## config.mk

```make
export PLATFORM = sky130hd
export DESIGN_NAME = scanchain_refresh_ctrl
export DESIGN_NICKNAME = d
export VERILOG_FILES = /design/src/rtl/scr_pkg.sv /design/src/rtl/scr_sequencer.sv /design/src/rtl/scr_tick_div.sv /design/src/rtl/scr_drive_mux.sv /design/src/rtl/scanchain_refresh_ctrl.sv
export SDC_FILE = /design/constraint.sdc
export NUM_CORES = 1
export LEC_CHECK = 0
export CORE_MARGIN = 3
export CORE_UTILIZATION = 61
export DETAILED_ROUTE_END_ITERATION = 8
export DONT_BUFFER_PORTS = 1
export PLACE_DENSITY = 0.77
export REMOVE_ABC_BUFFERS = 1
export SLEW_MARGIN = 20
export SYNTH_ARGS = -nofsm -noshare
export SYNTH_HDL_FRONTEND = slang
export SYNTH_SLANG_ARGS = --single-unit
```

## constraint.sdc

```tcl
create_clock -name clk -period 5.3 [get_ports clk]
set_input_delay 0.53 -clock clk [delete_from_list [all_inputs] [get_ports clk]]
set_output_delay 0.53 -clock clk [all_outputs]
set_load 0.01 [all_outputs]
```

## src/rtl/scr_pkg.sv

```systemverilog
package scr_pkg;

  typedef enum logic [1:0] {
    DRV_EXT   = 2'b00,
    DRV_PROBE = 2'b01,
    DRV_INT_A = 2'b10,
    DRV_INT_B = 2'b11
  } drive_mode_e;

  typedef struct packed {
    logic clk;
    logic data;
    logic capture;
    logic latch;
  } chain_ctl_t;

endpackage

```

## src/rtl/scr_sequencer.sv

```systemverilog
module scr_sequencer
  import scr_pkg::*;
#(
  parameter int NUM_DESIGNS = 500,
  parameter int DW          = 8,
  parameter int SEL_W       = 9
) (
  input  logic             clk,
  input  logic             rst_n,
  input  logic [SEL_W-1:0] target_i,
  input  logic [DW-1:0]    wdata_i,
  input  logic             tail_i,
  output chain_ctl_t       ctl_o,
  output logic [DW-1:0]    dout_o,
  output logic             done_o,
  output logic             end_o
);

  localparam int CHAIN_LEN = NUM_DESIGNS * DW;
  localparam int PERIOD    = 2 * CHAIN_LEN + 4;
  localparam int CW        = $clog2(PERIOD);
  localparam int LW        = $clog2(DW);
  localparam int PW        = ((CW > SEL_W + LW) ? CW : SEL_W + LW) + 1;

  logic [CW-1:0]    cyc;
  logic [SEL_W-1:0] sel_q;
  logic [DW-1:0]    wbuf_q, rbuf_q;
  logic             is_shift, hit;
  logic [PW-1:0]    pos, base;
  logic [LW-1:0]    bidx;
  chain_ctl_t       nxt;

  always_comb begin
    is_shift = (cyc >= CW'(2)) && (cyc < CW'(2 * CHAIN_LEN + 2));
    pos      = PW'((cyc - CW'(2)) >> 1);
    base     = PW'(sel_q) * PW'(DW);
    hit      = is_shift && (pos >= base) && (pos < base + PW'(DW));
    bidx     = LW'(pos - base);
    end_o    = (cyc == CW'(PERIOD - 1));
    nxt.clk     = cyc[0] && (cyc < CW'(2 * CHAIN_LEN + 2));
    nxt.data    = hit ? wbuf_q[bidx] : 1'b0;
    nxt.capture = (cyc < CW'(2));
    nxt.latch   = (cyc == CW'(2 * CHAIN_LEN + 2));
  end

  always_ff @(posedge clk or negedge rst_n) begin
    if (!rst_n) begin
      cyc    <= '0;
      ctl_o  <= '0;
      sel_q  <= '0;
      wbuf_q <= '0;
      rbuf_q <= '0;
      dout_o <= '0;
      done_o <= 1'b0;
    end else begin
      cyc    <= end_o ? '0 : cyc + CW'(1);
      ctl_o  <= nxt;
      done_o <= end_o;
      if (cyc == '0) begin
        sel_q  <= target_i;
        wbuf_q <= wdata_i;
        rbuf_q <= '0;
      end
      if (hit && cyc[0]) rbuf_q[bidx] <= tail_i;
      if (end_o) dout_o <= rbuf_q;
    end
  end

  assert_latch_clock_low_R1: assert property (@(posedge clk) disable iff (!rst_n)
    ctl_o.latch |-> (!ctl_o.clk && !ctl_o.capture));

  assert_capture_edge_R1: assert property (@(posedge clk) disable iff (!rst_n)
    $fell(ctl_o.capture) |-> $past(ctl_o.clk));

  assert_done_single_R4: assert property (@(posedge clk) disable iff (!rst_n)
    done_o |=> !done_o);

  assert_dout_hold_R4: assert property (@(posedge clk) disable iff (!rst_n)
    !done_o |-> $stable(dout_o));

endmodule

```

## src/rtl/scr_tick_div.sv

```systemverilog
module scr_tick_div #(
  parameter int DW = 8
) (
  input  logic          clk,
  input  logic          rst_n,
  input  logic          en_i,
  input  logic [DW-1:0] din_i,
  input  logic          end_i,
  output logic          tick_o
);

  logic          en_q;
  logic [DW-1:0] div_q, cnt_q;

  always_ff @(posedge clk or negedge rst_n) begin
    if (!rst_n) begin
      en_q   <= 1'b0;
      div_q  <= '0;
      cnt_q  <= '0;
      tick_o <= 1'b0;
    end else begin
      en_q <= en_i;
      if (!en_i) begin
        cnt_q  <= '0;
        tick_o <= 1'b0;
      end else if (!en_q) begin
        div_q <= din_i;
        cnt_q <= '0;
      end else if (end_i) begin
        if (cnt_q == div_q) begin
          cnt_q  <= '0;
          tick_o <= ~tick_o;
        end else begin
          cnt_q <= cnt_q + DW'(1);
        end
      end
    end
  end

  assert_tick_off_R9: assert property (@(posedge clk) disable iff (!rst_n)
    !en_i |=> !tick_o);

  assert_tick_on_refresh_R9: assert property (@(posedge clk) disable iff (!rst_n)
    (!$stable(tick_o) && $past(en_i)) |-> $past(end_i));

  assert_count_bound_R9: assert property (@(posedge clk) disable iff (!rst_n)
    en_q |-> (cnt_q <= div_q));

endmodule

```

## src/rtl/scr_drive_mux.sv

```systemverilog
module scr_drive_mux
  import scr_pkg::*;
(
  input  logic [1:0] mode_i,
  input  chain_ctl_t ext_i,
  input  chain_ctl_t probe_i,
  input  chain_ctl_t int_i,
  output chain_ctl_t ctl_o
);

  always_comb begin
    case (drive_mode_e'(mode_i))
      DRV_EXT:   ctl_o = ext_i;
      DRV_PROBE: ctl_o = probe_i;
      default:   ctl_o = int_i;
    endcase
  end

endmodule

```

## src/rtl/scanchain_refresh_ctrl.sv

```systemverilog
module scanchain_refresh_ctrl
  import scr_pkg::*;
#(
  parameter int NUM_DESIGNS = 500,
  parameter int DW          = 8,
  parameter int SEL_W       = 9
) (
  input  logic             clk,
  input  logic             rst_n,
  input  logic [SEL_W-1:0] target_idx,
  input  logic [DW-1:0]    din,
  input  logic [1:0]       drive_mode,
  input  logic             div_enable,
  input  logic             ext_clk,
  input  logic             ext_data,
  input  logic             ext_capture,
  input  logic             ext_latch,
  input  logic             probe_clk,
  input  logic             probe_data,
  input  logic             probe_capture,
  input  logic             probe_latch,
  input  logic             chain_tail,
  output logic             chain_clk,
  output logic             chain_data,
  output logic             chain_capture,
  output logic             chain_latch,
  output logic [DW-1:0]    dout,
  output logic             refresh_done,
  output logic             tick_clk
);

  chain_ctl_t    int_ctl, ext_ctl, probe_ctl, out_ctl;
  logic [DW-1:0] wdata;
  logic          refresh_end;

  assign wdata     = {din[DW-1:1], div_enable ? tick_clk : din[0]};
  assign ext_ctl   = '{clk: ext_clk, data: ext_data, capture: ext_capture, latch: ext_latch};
  assign probe_ctl = '{clk: probe_clk, data: probe_data, capture: probe_capture, latch: probe_latch};

  scr_sequencer #(.NUM_DESIGNS(NUM_DESIGNS), .DW(DW), .SEL_W(SEL_W)) u_seq (
    .clk      (clk),
    .rst_n    (rst_n),
    .target_i (target_idx),
    .wdata_i  (wdata),
    .tail_i   (chain_tail),
    .ctl_o    (int_ctl),
    .dout_o   (dout),
    .done_o   (refresh_done),
    .end_o    (refresh_end)
  );

  scr_tick_div #(.DW(DW)) u_div (
    .clk    (clk),
    .rst_n  (rst_n),
    .en_i   (div_enable),
    .din_i  (din),
    .end_i  (refresh_end),
    .tick_o (tick_clk)
  );

  scr_drive_mux u_mux (
    .mode_i  (drive_mode),
    .ext_i   (ext_ctl),
    .probe_i (probe_ctl),
    .int_i   (int_ctl),
    .ctl_o   (out_ctl)
  );

  assign chain_clk     = out_ctl.clk;
  assign chain_data    = out_ctl.data;
  assign chain_capture = out_ctl.capture;
  assign chain_latch   = out_ctl.latch;

endmodule

```

# == After elaboration in Yosys (flattened, before gate mapping) ==
# Cells that the tools add are included.
# classes
n_addsub,5
order_cmp,7
n_eq_ne,8
muxes,19
n_bitwise,2
n_reduce_logical,10
# ops
cell,n
$mux 8,6
$eq 13x13->1 const B,2
$sub 13x2->14 const B,1
$add 12x4->13 const B,1
$add 13x1->13 const B,1
$ge 13x12->1,1
$ge 13x2->1 const B,1
$logic_not 13->1,1
$lt 13x13->1,1
$lt 13x13->1 const B,1
$lt 13x2->1 const B,1
$mux 13,1
$add 8x1->8 const B,1
$bwmux 8,1
$eq 8x8->1,1
$mux 1,8
$pmux 4 s2,1
$logic_and 1x1->1,6
$ne 2x1->1 const B,3
$lt 3x4->1 const B,1
$bmux 1 s3,1
$demux 1 s3,1
$ge 3x1->1 const B,1
$ne 3x3->1 const B,1
other kinds (6),7
# totals
register_bits,69
in_bits,31
word_cells,65

# == Logic depth before layout (Yosys ltp) ==
# logic_depth
depth_word,8
mapped_depth,14
ltp_nobuf,13

# == Cells and area by module ==
# A second synthesis with hierarchy kept.
# unflattened
hier_cells,407
hier_area_um2,4134.0
# modules_own_cells
module,instances,cells_each,area_each_um2,seq_area_each_um2
scr_sequencer,1,311,3090.5,1276.2
scr_tick_div,1,82,942.2,450.4
scr_drive_mux,1,13,86.3,0.0
scanchain_refresh_ctrl,1,1,15.0,0.0

# == Least setup slack after synthesis ==
# OpenSTA, ideal clock, no wires.
# synth_timing
path_type,reg2reg
from,reg u_seq.cyc[1]
to,reg u_seq.rbuf_q[0]
arrival_ns,3.401
required_time_ns,5.171
setup_slack_ns,1.770
path_stages_with_launch,15
n_path_buf,1
path_cell_list,dfrtp_1 -> clkbuf_1 -> inv_1 -> ha_1 -> nor4b_2 -> nand2_1 -> nor3_1 -> xor2_1 -> ha_1 -> a211o_1 -> a21oi_1 -> a31oi_1 -> a2111oi_4 -> nand4_1 -> mux2i_1
# synth_via
elab_chain_len,8
# synth_lines
element,line,source
"start, declared",scr_sequencer.sv:25,logic [CW-1:0] cyc;
"start signal, assigned",scr_sequencer.sv:56,cyc <= end_o ? '0 : cyc + CW'(1);
$sub 13x2->14,scr_sequencer.sv:35,pos = PW'((cyc - CW'(2)) >> 1);
$sub 3x1->3,scr_sequencer.sv:38,bidx = LW'(pos - base);
$lt 3x4->1 (not written as such) / $ge 3x1->1 (equally long branches),scr_sequencer.sv:64,if (hit && cyc[0]) rbuf_q[bidx] <= tail_i;
$logic_and 1x1->1 (not written as such),scr_sequencer.sv:64,
$mux 1 (not written as such),scr_sequencer.sv:64,
$demux 1 s3,--,
$bwmux 8,scr_sequencer.sv:64,
$mux 8 (*),scr_sequencer.sv:64,
"end signal, assigned by index",scr_sequencer.sv:64,
"end, declared",scr_sequencer.sv:27,"logic [DW-1:0] wbuf_q, rbuf_q;"
# Every way passes the cells marked *; elsewhere a longest branch is shown, timed or not.
# A chain may end at the register's enable or synchronous reset.

# == Worst setup path after layout ==
# Ends and elaborated chain as after synthesis.

==> key figures <==
Drt
  • Final WL: between 7000 and 8000 um
  • ANT nets after route: 0
  • WL/cell: 16.4 um
  • Vias: about 2800
  • Drt first-iter violations: approximately 210
  • Vias/cell: 5.86
  • Drc violations: 0
  • Detailed Routing Iterations Pass 1: 4

Global route
  • GR Overflow Total: 0
  • First-pass GRT wire length: about 13000 um
  • Gr usage total: 0.222
  • Initial antenna violation count: 0
  • Vias in the first global route: 2772
  • Largest net degree at the start of global routing: 70

Placement
  • IO Port Bufs: 0
  • HPWL after DPL: 5630 um
  • Post-Place Worst Slack: 1.36 ns
  • GPL Wtd Cong: 0.857

STA
  • Worst slew margin relative to its limit: 0.476
  • Layout Skew: 0.00984 ns
  • RSZ-0062 raised after global routing: no
  • Endpoints failing setup: 0
  • Final hold violations: 0
  • Slew @ Worst Pin: 0.785 ns
  • Fin crit share: 0.753
  • Final slew viol count: 0
  • Crit path time final: 3.99 ns
  • Final TNS setup: 0 ns
  • Max Freq: 0.250 GHz
  • PnR worst setup slack: 1.31 ns

Clock tree
  • Sink Count: 69
  • Clock H-tree levels: 3
  • CTS tree: yes
  • Max Buffers Root-to-Sink: 2
  • Latest clock arrival within the worst-skew pair: 0.36 ns
  • CTS clk-pin slew, worst paths: ~0.080 ns
  • Num CTS Buffers: 9
  • Resized cells post-CTS: 0
  • Root Driver: clkbuf_8

Cells and area
  • Synth-to-layout area growth: 6.13%
  • Share of cells above drive strength 1: 0.0882
  • Final core utilization: 0.672
  • Final nets: 451
  • Diodes inserted: 0

Floorplanning
  • Die Area: 7640 sq um
  • Starting density of the core: 0.633
  • Die width: 87.4 um
  • Rows: 29
  • I/O pins: between 40 and 50
  • Core box area: 6390 sq um
  • Die height: 87.4 um

Yosys
  • Syn Area/Cell: 10.2 sq um
  • Synth top cells by count: 69 x dfrtp_1, 56 x nand2_1, 28 x ha_1
  • Top cell type by total area after synthesis: dfrtp_1
  • Synth Flop Type: dfrtp_1
  • Synth cell types: 55
  • Most frequent cell after synthesis: dfrtp_1
  • Sequential area share after synthesis: 0.427
  • Async set-reset flop share out of synthesis: 1.00
  • Synth Cell Area: around 4000 sq um
  • Post-synth top area share: 0.427
  • #FFs+latches synth: 69
  • Synth area leaders: dfrtp_1 43%, ha_1 8.7%, mux2_1 5.3%, nand2_1 5.2%, xnor2_1 5.2%
  • Count of warnings emitted by yosys: 0
  • Post-Synthesis Cells: approximately 400
  • Post-synth EDFFs: 0

Worst setup path
  • Startpoint types: flip-flop
  • CP max FO: 14
  • Critical Path RT: 5.53 ns
  • Setup Crit Path Kind: flip-flop to flip-flop
  • Crit path DAT: 4.22 ns
  • CP Capture Type: flip-flop

Job
  • MaxCap Viol Count: 0

Power
  • VDD IR max: 245 uV
  • Power Density: 246 nW/um^2
  • Leak Pwr: 2.02 nW

Status
  • Status: finished clean

Min path
  • Worst Hold Class: input port to async pin
[cells by family after synthesis]
family | synth area share
buffers and inverters | 0.0368
AO/OA/AOI/OAI | 0.0731
multiplexers | 0.116
XOR/XNOR | 0.0799
AND/OR/NAND/NOR | 0.180
adder cells (fa/ha/maj) | 0.0867
flip-flops | 0.427
[placed cells by master, fill, tap and decap left out, types with 5 or more instances in the layout]
cell	n
a21oi_1	8
o21ai_0	5
dfrtp_1	69
mux2_1	19
clkbuf_8	10
and2_1	6
mux2_2	7
o21ai_1	6
nand4_1	12
inv_1	16
ha_1	28
nand2_1	56
mux2i_1	13
nor3_1	11
nor2_1	22
xnor2_1	24
nand3_1	17
xor2_1	11
[per-stage QoR]
step                      power (mW)  std cells  hold WS, ns  cell area [sq um]
final                           1.06        474       0.0504               4290
after CTS                       1.07        474       0.0534               4290
after detailed placement       0.620        457        0.236               4060
after global routing            1.10        474       0.0621               4290
after global placement         0.616        457        0.236               4060
after floorplan                0.606        379        0.234               3960
[worst paths after layout]
kind / from / endpoint / slack (ns) / cells past startpoint
min in group clk: div_enable / u_div.en_q / 0.21 / 0
max: u_seq.cyc[1] / u_seq.rbuf_q[0] / 1.31 / 13
min reg2reg: u_seq.rbuf_q[5] / u_seq.dout_o[5] / 0.47 / 2
max reg2reg: u_seq.cyc[1] / u_seq.rbuf_q[0] / 1.31 / 13
min: rst_n / u_seq.done_o / 0.05 / 1
max in group asynchronous: rst_n / u_seq.sel_q[7] / 4.98 / 1
[cell type report]
type	count	area (sq um)
Clock inverter	5	60.1
Fill cell	523	2100
Inverter	17	63.8
Multi-Input combinational cell	293	2170
Clock buffer	11	141
Sequential cell	69	1730
Timing Repair Buffer	2	35.0
Tap cell	77	96.3
[per-layer routing]
metal | GRT usage | vias up | wire (um)
met5 | 0 | - | 0
met1 | 0.312 | 1324 | 3670
met4 | 0.105 | 0 | 164
li1 | - | 1375 | -
met2 | 0.316 | 68 | 3510
met3 | 0.0605 | 12 | 409
[sequential cells by signal, summed over array words and instances, names as in the netlist]
name and count:
u_seq.ctl_o 4, u_div.en_q 1, u_seq.dout_o 8, u_seq.sel_q 9, u_seq.done_o 1, u_seq.cyc 13
u_seq.rbuf_q 8, u_div.div_q 8, u_div.tick_o 1, u_div.cnt_q 8, u_seq.wbuf_q 8
[report_power, final]
part / internal, mW / switching (mW)
combinational: 0.0313 / 0.0348
clock: 0.231 / 0.204
sequential: 0.543 / 0.0126
total: 0.805 / 0.252
[critical path, cell delays in order, from the launching register on]
cell and delay, ns:
dfrtp_1 0.57, inv_1 0.22, ha_1 0.32, nor4b_2 0.33, nand2_1 0.16, nor3_1 0.19
xor2_1 0.26, ha_1 0.29, a211o_1 0.29, a21oi_1 0.12, a31oi_1 0.14, a2111oi_4 0.62
nand4_1 0.21, mux2i_1 0.16
[what timing repair did]
| item | 4_1_cts | 5_1_grt |
|---|---|---|
| endpoints found under the hold margin | 69 | 0 |
| hold buffers | 1 | 0 |
| setup buffers | 0 | 0 |
No activity file was read; power rests on OpenSTA's default activity.
